[src/rtl/sdblk_pkg.sv]
package sdblk_pkg;

    typedef enum logic [1:0] {
        PH_IDLE,
        PH_HUNT,
        PH_DATA,
        PH_CRC
    } phase_e;

    localparam logic [7:0] START_TOKEN = 8'hFE;

    typedef struct packed {
        logic       valid;
        logic [7:0] data;
    } rx_byte_t;

    function automatic int unsigned div_width(input int unsigned div);
        return (div < 2) ? 1 : $clog2(div + 1);
    endfunction

endpackage

[src/rtl/sdblk_spi_byte.sv]
module sdblk_spi_byte
    import sdblk_pkg::*;
#(
    parameter int unsigned CLK_DIV = 2
) (
    input  logic     clk,
    input  logic     rst,
    input  logic     go,
    input  logic     miso,
    output logic     sclk,
    output logic     busy,
    output rx_byte_t rx
);
    localparam int unsigned DIV_W = div_width(CLK_DIV);
    localparam logic [DIV_W-1:0] DIV_LAST = DIV_W'(CLK_DIV - 1);

    logic [DIV_W-1:0] divc;
    logic [2:0]       bitn;
    logic [7:0]       sh;
    logic             active;
    logic             sclk_q;

    always_ff @(posedge clk) begin
        if (rst) begin
            divc     <= '0;
            bitn     <= '0;
            sh       <= '0;
            active   <= 1'b0;
            sclk_q   <= 1'b0;
            rx       <= '0;
        end else begin
            rx.valid <= 1'b0;
            if (!active) begin
                if (go) begin
                    active <= 1'b1;
                    divc   <= '0;
                    bitn   <= '0;
                end
            end else if (divc == DIV_LAST) begin
                divc <= '0;
                if (!sclk_q) begin
                    sclk_q <= 1'b1;
                    sh     <= {sh[6:0], miso};
                end else begin
                    sclk_q <= 1'b0;
                    if (bitn == 3'd7) begin
                        active   <= 1'b0;
                        rx.valid <= 1'b1;
                        rx.data  <= sh;
                    end else begin
                        bitn <= bitn + 3'd1;
                    end
                end
            end else begin
                divc <= divc + DIV_W'(1);
            end
        end
    end

    assign sclk = sclk_q;
    assign busy = active;

    // a clock pulse only begins inside an active byte
    a_r2_pulse_in_byte: assert property (@(posedge clk) disable iff (rst)
        $rose(sclk_q) |-> active);

endmodule

[src/rtl/sdblk_seq.sv]
module sdblk_seq
    import sdblk_pkg::*;
#(
    parameter int unsigned ADDR_W      = 16,
    parameter int unsigned CNT_W       = 16,
    parameter int unsigned SECTOR_LOG2 = 9,
    parameter int unsigned MAX_HUNT    = 8192
) (
    input  logic              clk,
    input  logic              rst,
    input  logic              start,
    input  logic [CNT_W-1:0]  byte_count,
    input  logic [ADDR_W-1:0] dest_base,
    input  logic              eng_busy,
    input  rx_byte_t          rx,
    output logic              go,
    output logic              wr_en,
    output logic [ADDR_W-1:0] wr_addr,
    output logic [7:0]        wr_data,
    output logic              busy,
    output logic              done,
    output logic              error
);
    localparam int unsigned SEC_W  = SECTOR_LOG2 + 1;
    localparam int unsigned HUNT_W = $clog2(MAX_HUNT + 1);
    localparam logic [SEC_W-1:0]  SEC_BYTES = {1'b1, {SECTOR_LOG2{1'b0}}};
    localparam logic [HUNT_W-1:0] HUNT_LAST = HUNT_W'(MAX_HUNT - 1);

    phase_e            phase;
    logic [CNT_W-1:0]  sec_left;
    logic [SEC_W-1:0]  per_sec;
    logic [SEC_W-1:0]  data_left;
    logic [HUNT_W-1:0] hunt_cnt;
    logic [ADDR_W-1:0] addr;
    logic              crc_second;
    logic              wait_rx;

    logic [CNT_W-1:0]  req_sectors;
    logic              req_short;

    always_comb begin
        req_sectors = byte_count >> SECTOR_LOG2;
        req_short   = (req_sectors == '0);
    end

    always_ff @(posedge clk) begin
        if (rst) begin
            phase      <= PH_IDLE;
            sec_left   <= '0;
            per_sec    <= '0;
            data_left  <= '0;
            hunt_cnt   <= '0;
            addr       <= '0;
            crc_second <= 1'b0;
            wait_rx    <= 1'b0;
            go         <= 1'b0;
            wr_en      <= 1'b0;
            wr_addr    <= '0;
            wr_data    <= '0;
            done       <= 1'b0;
            error      <= 1'b0;
        end else begin
            go    <= 1'b0;
            wr_en <= 1'b0;
            if (phase == PH_IDLE) begin
                if (start) begin
                    done     <= 1'b0;
                    error    <= 1'b0;
                    addr     <= dest_base;
                    wait_rx  <= 1'b0;
                    hunt_cnt <= '0;
                    if (byte_count == '0) begin
                        done <= 1'b1;
                    end else begin
                        phase    <= PH_HUNT;
                        sec_left <= req_short ? CNT_W'(1) : req_sectors;
                        per_sec  <= req_short ? byte_count[SEC_W-1:0] : SEC_BYTES;
                    end
                end
            end else if (!wait_rx && !eng_busy) begin
                go      <= 1'b1;
                wait_rx <= 1'b1;
            end else if (rx.valid) begin
                wait_rx <= 1'b0;
                case (phase)
                    PH_HUNT: begin
                        if (rx.data == START_TOKEN) begin
                            phase     <= PH_DATA;
                            data_left <= per_sec;
                        end else if (hunt_cnt == HUNT_LAST) begin
                            phase <= PH_IDLE;
                            done  <= 1'b1;
                            error <= 1'b1;
                        end else begin
                            hunt_cnt <= hunt_cnt + HUNT_W'(1);
                        end
                    end
                    PH_DATA: begin
                        wr_en     <= 1'b1;
                        wr_addr   <= addr;
                        wr_data   <= rx.data;
                        addr      <= addr + ADDR_W'(1);
                        data_left <= data_left - SEC_W'(1);
                        if (data_left == SEC_W'(1)) begin
                            phase      <= PH_CRC;
                            crc_second <= 1'b0;
                        end
                    end
                    PH_CRC: begin
                        if (!crc_second) begin
                            crc_second <= 1'b1;
                        end else if (sec_left == CNT_W'(1)) begin
                            phase <= PH_IDLE;
                            done  <= 1'b1;
                        end else begin
                            sec_left <= sec_left - CNT_W'(1);
                            hunt_cnt <= '0;
                            phase    <= PH_HUNT;
                        end
                    end
                    default: phase <= PH_IDLE;
                endcase
            end
        end
    end

    assign busy = (phase != PH_IDLE);

    // a hunt byte never produces a write
    a_r3_no_write_from_hunt: assert property (@(posedge clk) disable iff (rst)
        (phase == PH_HUNT) |=> !wr_en);

    // an error is always reported together with completion
    a_r4_error_with_done: assert property (@(posedge clk) disable iff (rst)
        error |-> done);

endmodule

[src/rtl/sdblk_reader.sv]
module sdblk_reader
    import sdblk_pkg::*;
#(
    parameter int unsigned ADDR_W      = 16,
    parameter int unsigned CNT_W       = 16,
    parameter int unsigned SECTOR_LOG2 = 9,
    parameter int unsigned MAX_HUNT    = 8192,
    parameter int unsigned CLK_DIV     = 2
) (
    input  logic              clk,
    input  logic              rst,
    input  logic              start,
    input  logic [CNT_W-1:0]  byte_count,
    input  logic [ADDR_W-1:0] dest_base,
    output logic              sclk,
    output logic              mosi,
    input  logic              miso,
    output logic              wr_en,
    output logic [ADDR_W-1:0] wr_addr,
    output logic [7:0]        wr_data,
    output logic              busy,
    output logic              done,
    output logic              error
);
    logic     go;
    logic     eng_busy;
    rx_byte_t rx;

    sdblk_spi_byte #(.CLK_DIV(CLK_DIV)) u_byte (
        .clk  (clk),
        .rst  (rst),
        .go   (go),
        .miso (miso),
        .sclk (sclk),
        .busy (eng_busy),
        .rx   (rx)
    );

    sdblk_seq #(
        .ADDR_W      (ADDR_W),
        .CNT_W       (CNT_W),
        .SECTOR_LOG2 (SECTOR_LOG2),
        .MAX_HUNT    (MAX_HUNT)
    ) u_seq (
        .clk        (clk),
        .rst        (rst),
        .start      (start),
        .byte_count (byte_count),
        .dest_base  (dest_base),
        .eng_busy   (eng_busy),
        .rx         (rx),
        .go         (go),
        .wr_en      (wr_en),
        .wr_addr    (wr_addr),
        .wr_data    (wr_data),
        .busy       (busy),
        .done       (done),
        .error      (error)
    );

    assign mosi = 1'b1;

    // completion and activity never overlap
    a_r1_done_not_busy: assert property (@(posedge clk) disable iff (rst)
        done |-> !busy);

    // serial clock rests low outside a read
    a_r2_idle_sclk_low: assert property (@(posedge clk) disable iff (rst)
        !busy |-> !sclk);

    // a byte request is only issued to an idle shifter
    a_r2_go_when_free: assert property (@(posedge clk) disable iff (rst)
        go |-> !eng_busy);

    // results persist until a new start
    a_r10_done_holds: assert property (@(posedge clk) disable iff (rst)
        (done && !start) |=> done);

    // writes happen only during a read
    a_r11_write_in_busy: assert property (@(posedge clk) disable iff (rst)
        wr_en |-> busy);

endmodule

[config.mk]
export PLATFORM = sky130hd
export DESIGN_NAME = sdblk_reader
export DESIGN_NICKNAME = d
export VERILOG_FILES = /design/src/rtl/sdblk_pkg.sv /design/src/rtl/sdblk_spi_byte.sv /design/src/rtl/sdblk_seq.sv /design/src/rtl/sdblk_reader.sv
export SDC_FILE = /design/constraint.sdc
export NUM_CORES = 1
export LEC_CHECK = 0
export BUFFER_PORTS_ARGS = -buffer_cell sky130_fd_sc_hd__buf_2
export CORE_MARGIN = 4
export CORE_UTILIZATION = 50
export CTS_CLUSTER_DIAMETER = 60
export DETAILED_ROUTE_END_ITERATION = 12
export MAX_ROUTING_LAYER = met4
export PLACE_DENSITY_LB_ADDON = 0.15
export SLEW_MARGIN = 20
export SYNTH_ARGS = -nofsm -noshare
export SYNTH_HDL_FRONTEND = slang
export SYNTH_SLANG_ARGS = --single-unit
[constraint.sdc]
create_clock -name clk -period 6.6 [get_ports clk]
set_input_delay 0.99 -clock clk [delete_from_list [all_inputs] [get_ports clk]]
set_output_delay 0.99 -clock clk [all_outputs]
set_load 0.005 [all_outputs]
==> flow_metrics.py <==
metrics = {
    "detailed_routing": {
        "wl_per_cell_um": 16.2,
        "routed_via_density": 6.04,
        "drc": 0,
        "antenna_left": 0,
        "first_pass_iters": 6,
        "via_count": 5812,
        "wirelength_um": 15600,
        "drt-initial-drc-count": 597,
    },
    "yosys": {
        "postSynthAreaPerCell_sq_um": 7.87,
        "yosysWarnings": 0,
        "yosysTopAreaCell": "dfxtp_1",
        "synth.top_cell.area_share_pct": 40.4,
        "async_reset_ff_share_pct": 0,
        "ys_types": 69,
        "synth_edf_count": 0,
        "syn_nets": 816,
        "synth_seq_cells": 122,
        "netlist_top_cells_area": "dfxtp_1, nand2_1, a21oi_1, o21ai_0, nor2_1",
        "synth.yosys.seq_area_share_pct": 40.4,
        "synth_commonest_cells": "nand2_1, dfxtp_1, a21oi_1, nor2_1, clkbuf_1",
        "synth_area_sq_mm": 0.00604,
        "yosysMostFrequentCell": "nand2_1",
        "synthFlopType": "dfxtp_1",
        "syn-instance-count": 768,
    },
    "floorplanning": {
        "dieArea_sq_mm": 0.0139,
        "initial_core_util_pct": 52.0,
        "core-area_sq_mm": 0.0116,
        "die_w_um": 118,
        "io_pins": 66,
        "num_rows": 39,
        "die_h_um": 118,
    },
    "pwr": {
        "p_clk_share_pct": 45.7,
        "p_int_w": 0.00139,
        "combPwrFrac_pct": 13.0,
        "finalPower_w": 0.00193,
        "cellLeakagePower_nw": 2.55,
        "peakVddDrop_uv": 195,
        "swShare_pct": 27.9,
        "p_sw_w": 0.000539,
        "powerDensity_mw_per_mm2": 277,
        "p_seq_share_pct": 41.3,
    },
    "grt": {
        "grt_max_degree": 66,
        "antenna_found_initial": 0,
        "overflow": 0,
        "grt_util_all_layers_pct": 23.3,
        "grt_pass1_wl_um": 26600,
        "grt_pass1_vias": 5515,
    },
    "critical_path": {
        "critPathTopFamily": "buffers and inverters",
        "critPathMaxStageDelay_ns": 0.73,
        "path_buf_inv": 3,
        "worst_setup_path_end_kind": "output port",
        "path_cells": "inv_1 > ha_2 > clkinv_1 > buf_2",
        "critPathSlowestCell": "clkinv_1",
        "critPathKind": "flip-flop to output port",
        "crit_path_start_kind": "flip-flop",
        "path_max_fanout": 27,
        "crit_arrival_ns": 2.46,
        "cp.required_ns": 5.61,
    },
    "finish": {
        "syn_to_final_growth_pct": 15.2,
        "nets": 855,
        "seq_area_sq_mm": 0.00244,
        "multi_input_area_sq_mm": 0.00334,
        "antennaDiodeCount": 0,
        "drive_above_1_share_pct": 14.3,
        "filler_cell_count": 1069,
    },
    "cts": {
        "holdBufCountCts": 0,
        "h-tree-depth": 4,
        "cts_sinks": 122,
        "clk_pin_slew_worst_paths_ns": 0.06,
        "clockBufferDepth": 2,
        "numCtsBuffers": 17,
        "cts_tree": "done",
        "cts_setup_buffers": 0,
        "cts-resized-gates": 0,
        "cts_root_buf": "clkbuf_16",
        "clkLatencyLatePin_ns": 0.42,
    },
    "sta": {
        "final_max_slew_viol_count": 0,
        "fin_crit_ns": 3.45,
        "rsz0062_at_grt": "no",
        "period_share_pct": 52.3,
        "hold_viol_final": 0,
        "tns_ns": 0,
        "setup_viol": 0,
        "fmax_mhz": 290,
        "worst_pin_slew_ns": 0.990,
        "slew_headroom_pct": 33.9,
        "skew_ns": 0.00838,
    },
    "job": {
        "max-cap-violations": 0,
    },
    "placement": {
        "dp_hpwl_um": 10700,
        "place_congestion": 0.877,
        "port-buffer-count": 64,
    },
    "worst_hold_path": {
        "hold_path.class": "flip-flop to flip-flop",
    },
    "run_status": {
        "status": "finished, final reports clean",
    },
}
[tightest hold or removal path, cell delays in order (launching register included)]
cell,delay [ns]
dfxtp_1,0.30
nand2_1,0.05
a21oi_1,0.05
[final timing paths]
path                    startpoint                  to  slack [ns]  cells past startpoint
setup reg to reg    u_seq.phase[0]  u_seq.sec_left[12]        3.18                      8
setup / recovery    u_seq.phase[0]                busy        3.15                      4
hold / removal    u_seq.wr_data[0]    u_seq.wr_data[0]        0.45                      2
hold reg to reg   u_seq.wr_data[0]    u_seq.wr_data[0]        0.45                      2
[through the flow]
| step | utilization, % | hold WS [ns] | setup slack (ns) | cells | cell area [sq um] |
|---|---|---|---|---|---|
| after CTS | 59.9 | 0.455 | 3.16 | 963 | 6960 |
| after global placement | 55.0 | 0.442 | 3.38 | 931 | 6390 |
| after detailed placement | 55.0 | 0.447 | 3.21 | 931 | 6390 |
| final | 59.9 | 0.451 | 3.15 | 963 | 6960 |
| after floorplan | - | 0.427 | 4.28 | 768 | 6040 |
| after global routing | 59.9 | 0.469 | 2.88 | 963 | 6960 |
[power groups by stage]
stage          Clock [W]  Combinational [W]  Sequential, W
4_1_cts         0.000897           0.000248       0.000796
3_5_place_dp           0           0.000245       0.000811
5_1_grt         0.000930           0.000281       0.000801
6_report        0.000882           0.000250       0.000797
2_1_floorplan          0           0.000187       0.000801
3_3_place_gp           0           0.000239       0.000810
[layout make-up]
class	count	share of cell area [%]
clock buffers	19	6.51
clock inverters	13	1.69
inverters	14	0.755
flip-flops and latches	122	35.1
well taps	143	2.57
repair buffers	71	5.40
multi-input cells	581	48.0
[metal layers]
metal	GRT usage, %	wire length [um]	vias to the layer above
met1	29.1	7110	2753
met4	7.47	214	0
li1	-	-	2893
met2	37.4	7610	147
met3	5.38	687	19
met5	-	0	-
[layout by cell type (no fill, tap or decap), types with 5 or more instances in the layout]
| cell type | count |
|---|---|
| mux2i_1 | 15 |
| a41oi_1 | 5 |
| nor2_1 | 49 |
| nand2_1 | 131 |
| a211oi_1 | 12 |
| buf_4 | 8 |
| buf_2 | 63 |
| nand4_1 | 10 |
| and2_1 | 6 |
| o22ai_1 | 6 |
| dfxtp_1 | 122 |
| a31oi_1 | 12 |
| ha_1 | 11 |
| nand2b_1 | 7 |
| nor4_1 | 8 |
| a311oi_1 | 6 |
| o21ai_0 | 37 |
| clkinvlp_4 | 5 |
| o31ai_1 | 13 |
| inv_1 | 12 |
| nand3_1 | 35 |
| nor3_1 | 21 |
| or4_1 | 6 |
| a21oi_1 | 92 |
| clkbuf_16 | 17 |
| and3_1 | 7 |
| or3_1 | 14 |
| nor2b_1 | 8 |
[cell families (layout without fill, tap and decap cells)]
| group | count (synthesis) | in the layout | share of synthesized area, % |
|---|---|---|---|
| adders and majority gates | 12 | 12 | 2.49 |
| other | 1 | 1 | 0.0621 |
| muxes | 16 | 16 | 2.67 |
| and+or+nand+nor | 325 | 325 | 26.0 |
| AOI/OAI and AO/OA | 227 | 227 | 23.9 |
| buffers and inverters | 65 | 117 | 4.45 |
| DFF | 122 | 122 | 40.4 |
[flip-flops by register name (all words and copies together) (netlist names), 9 cells and up, named ones only]
signal / count
u_seq.addr: 16
u_seq.sec_left: 16
u_seq.wr_addr: 16
u_seq.hunt_cnt: 14
u_seq.data_left: 10
u_seq.per_sec: 10
u_byte.rx: 9
Note: power is estimated with default switching activity, not from simulation.
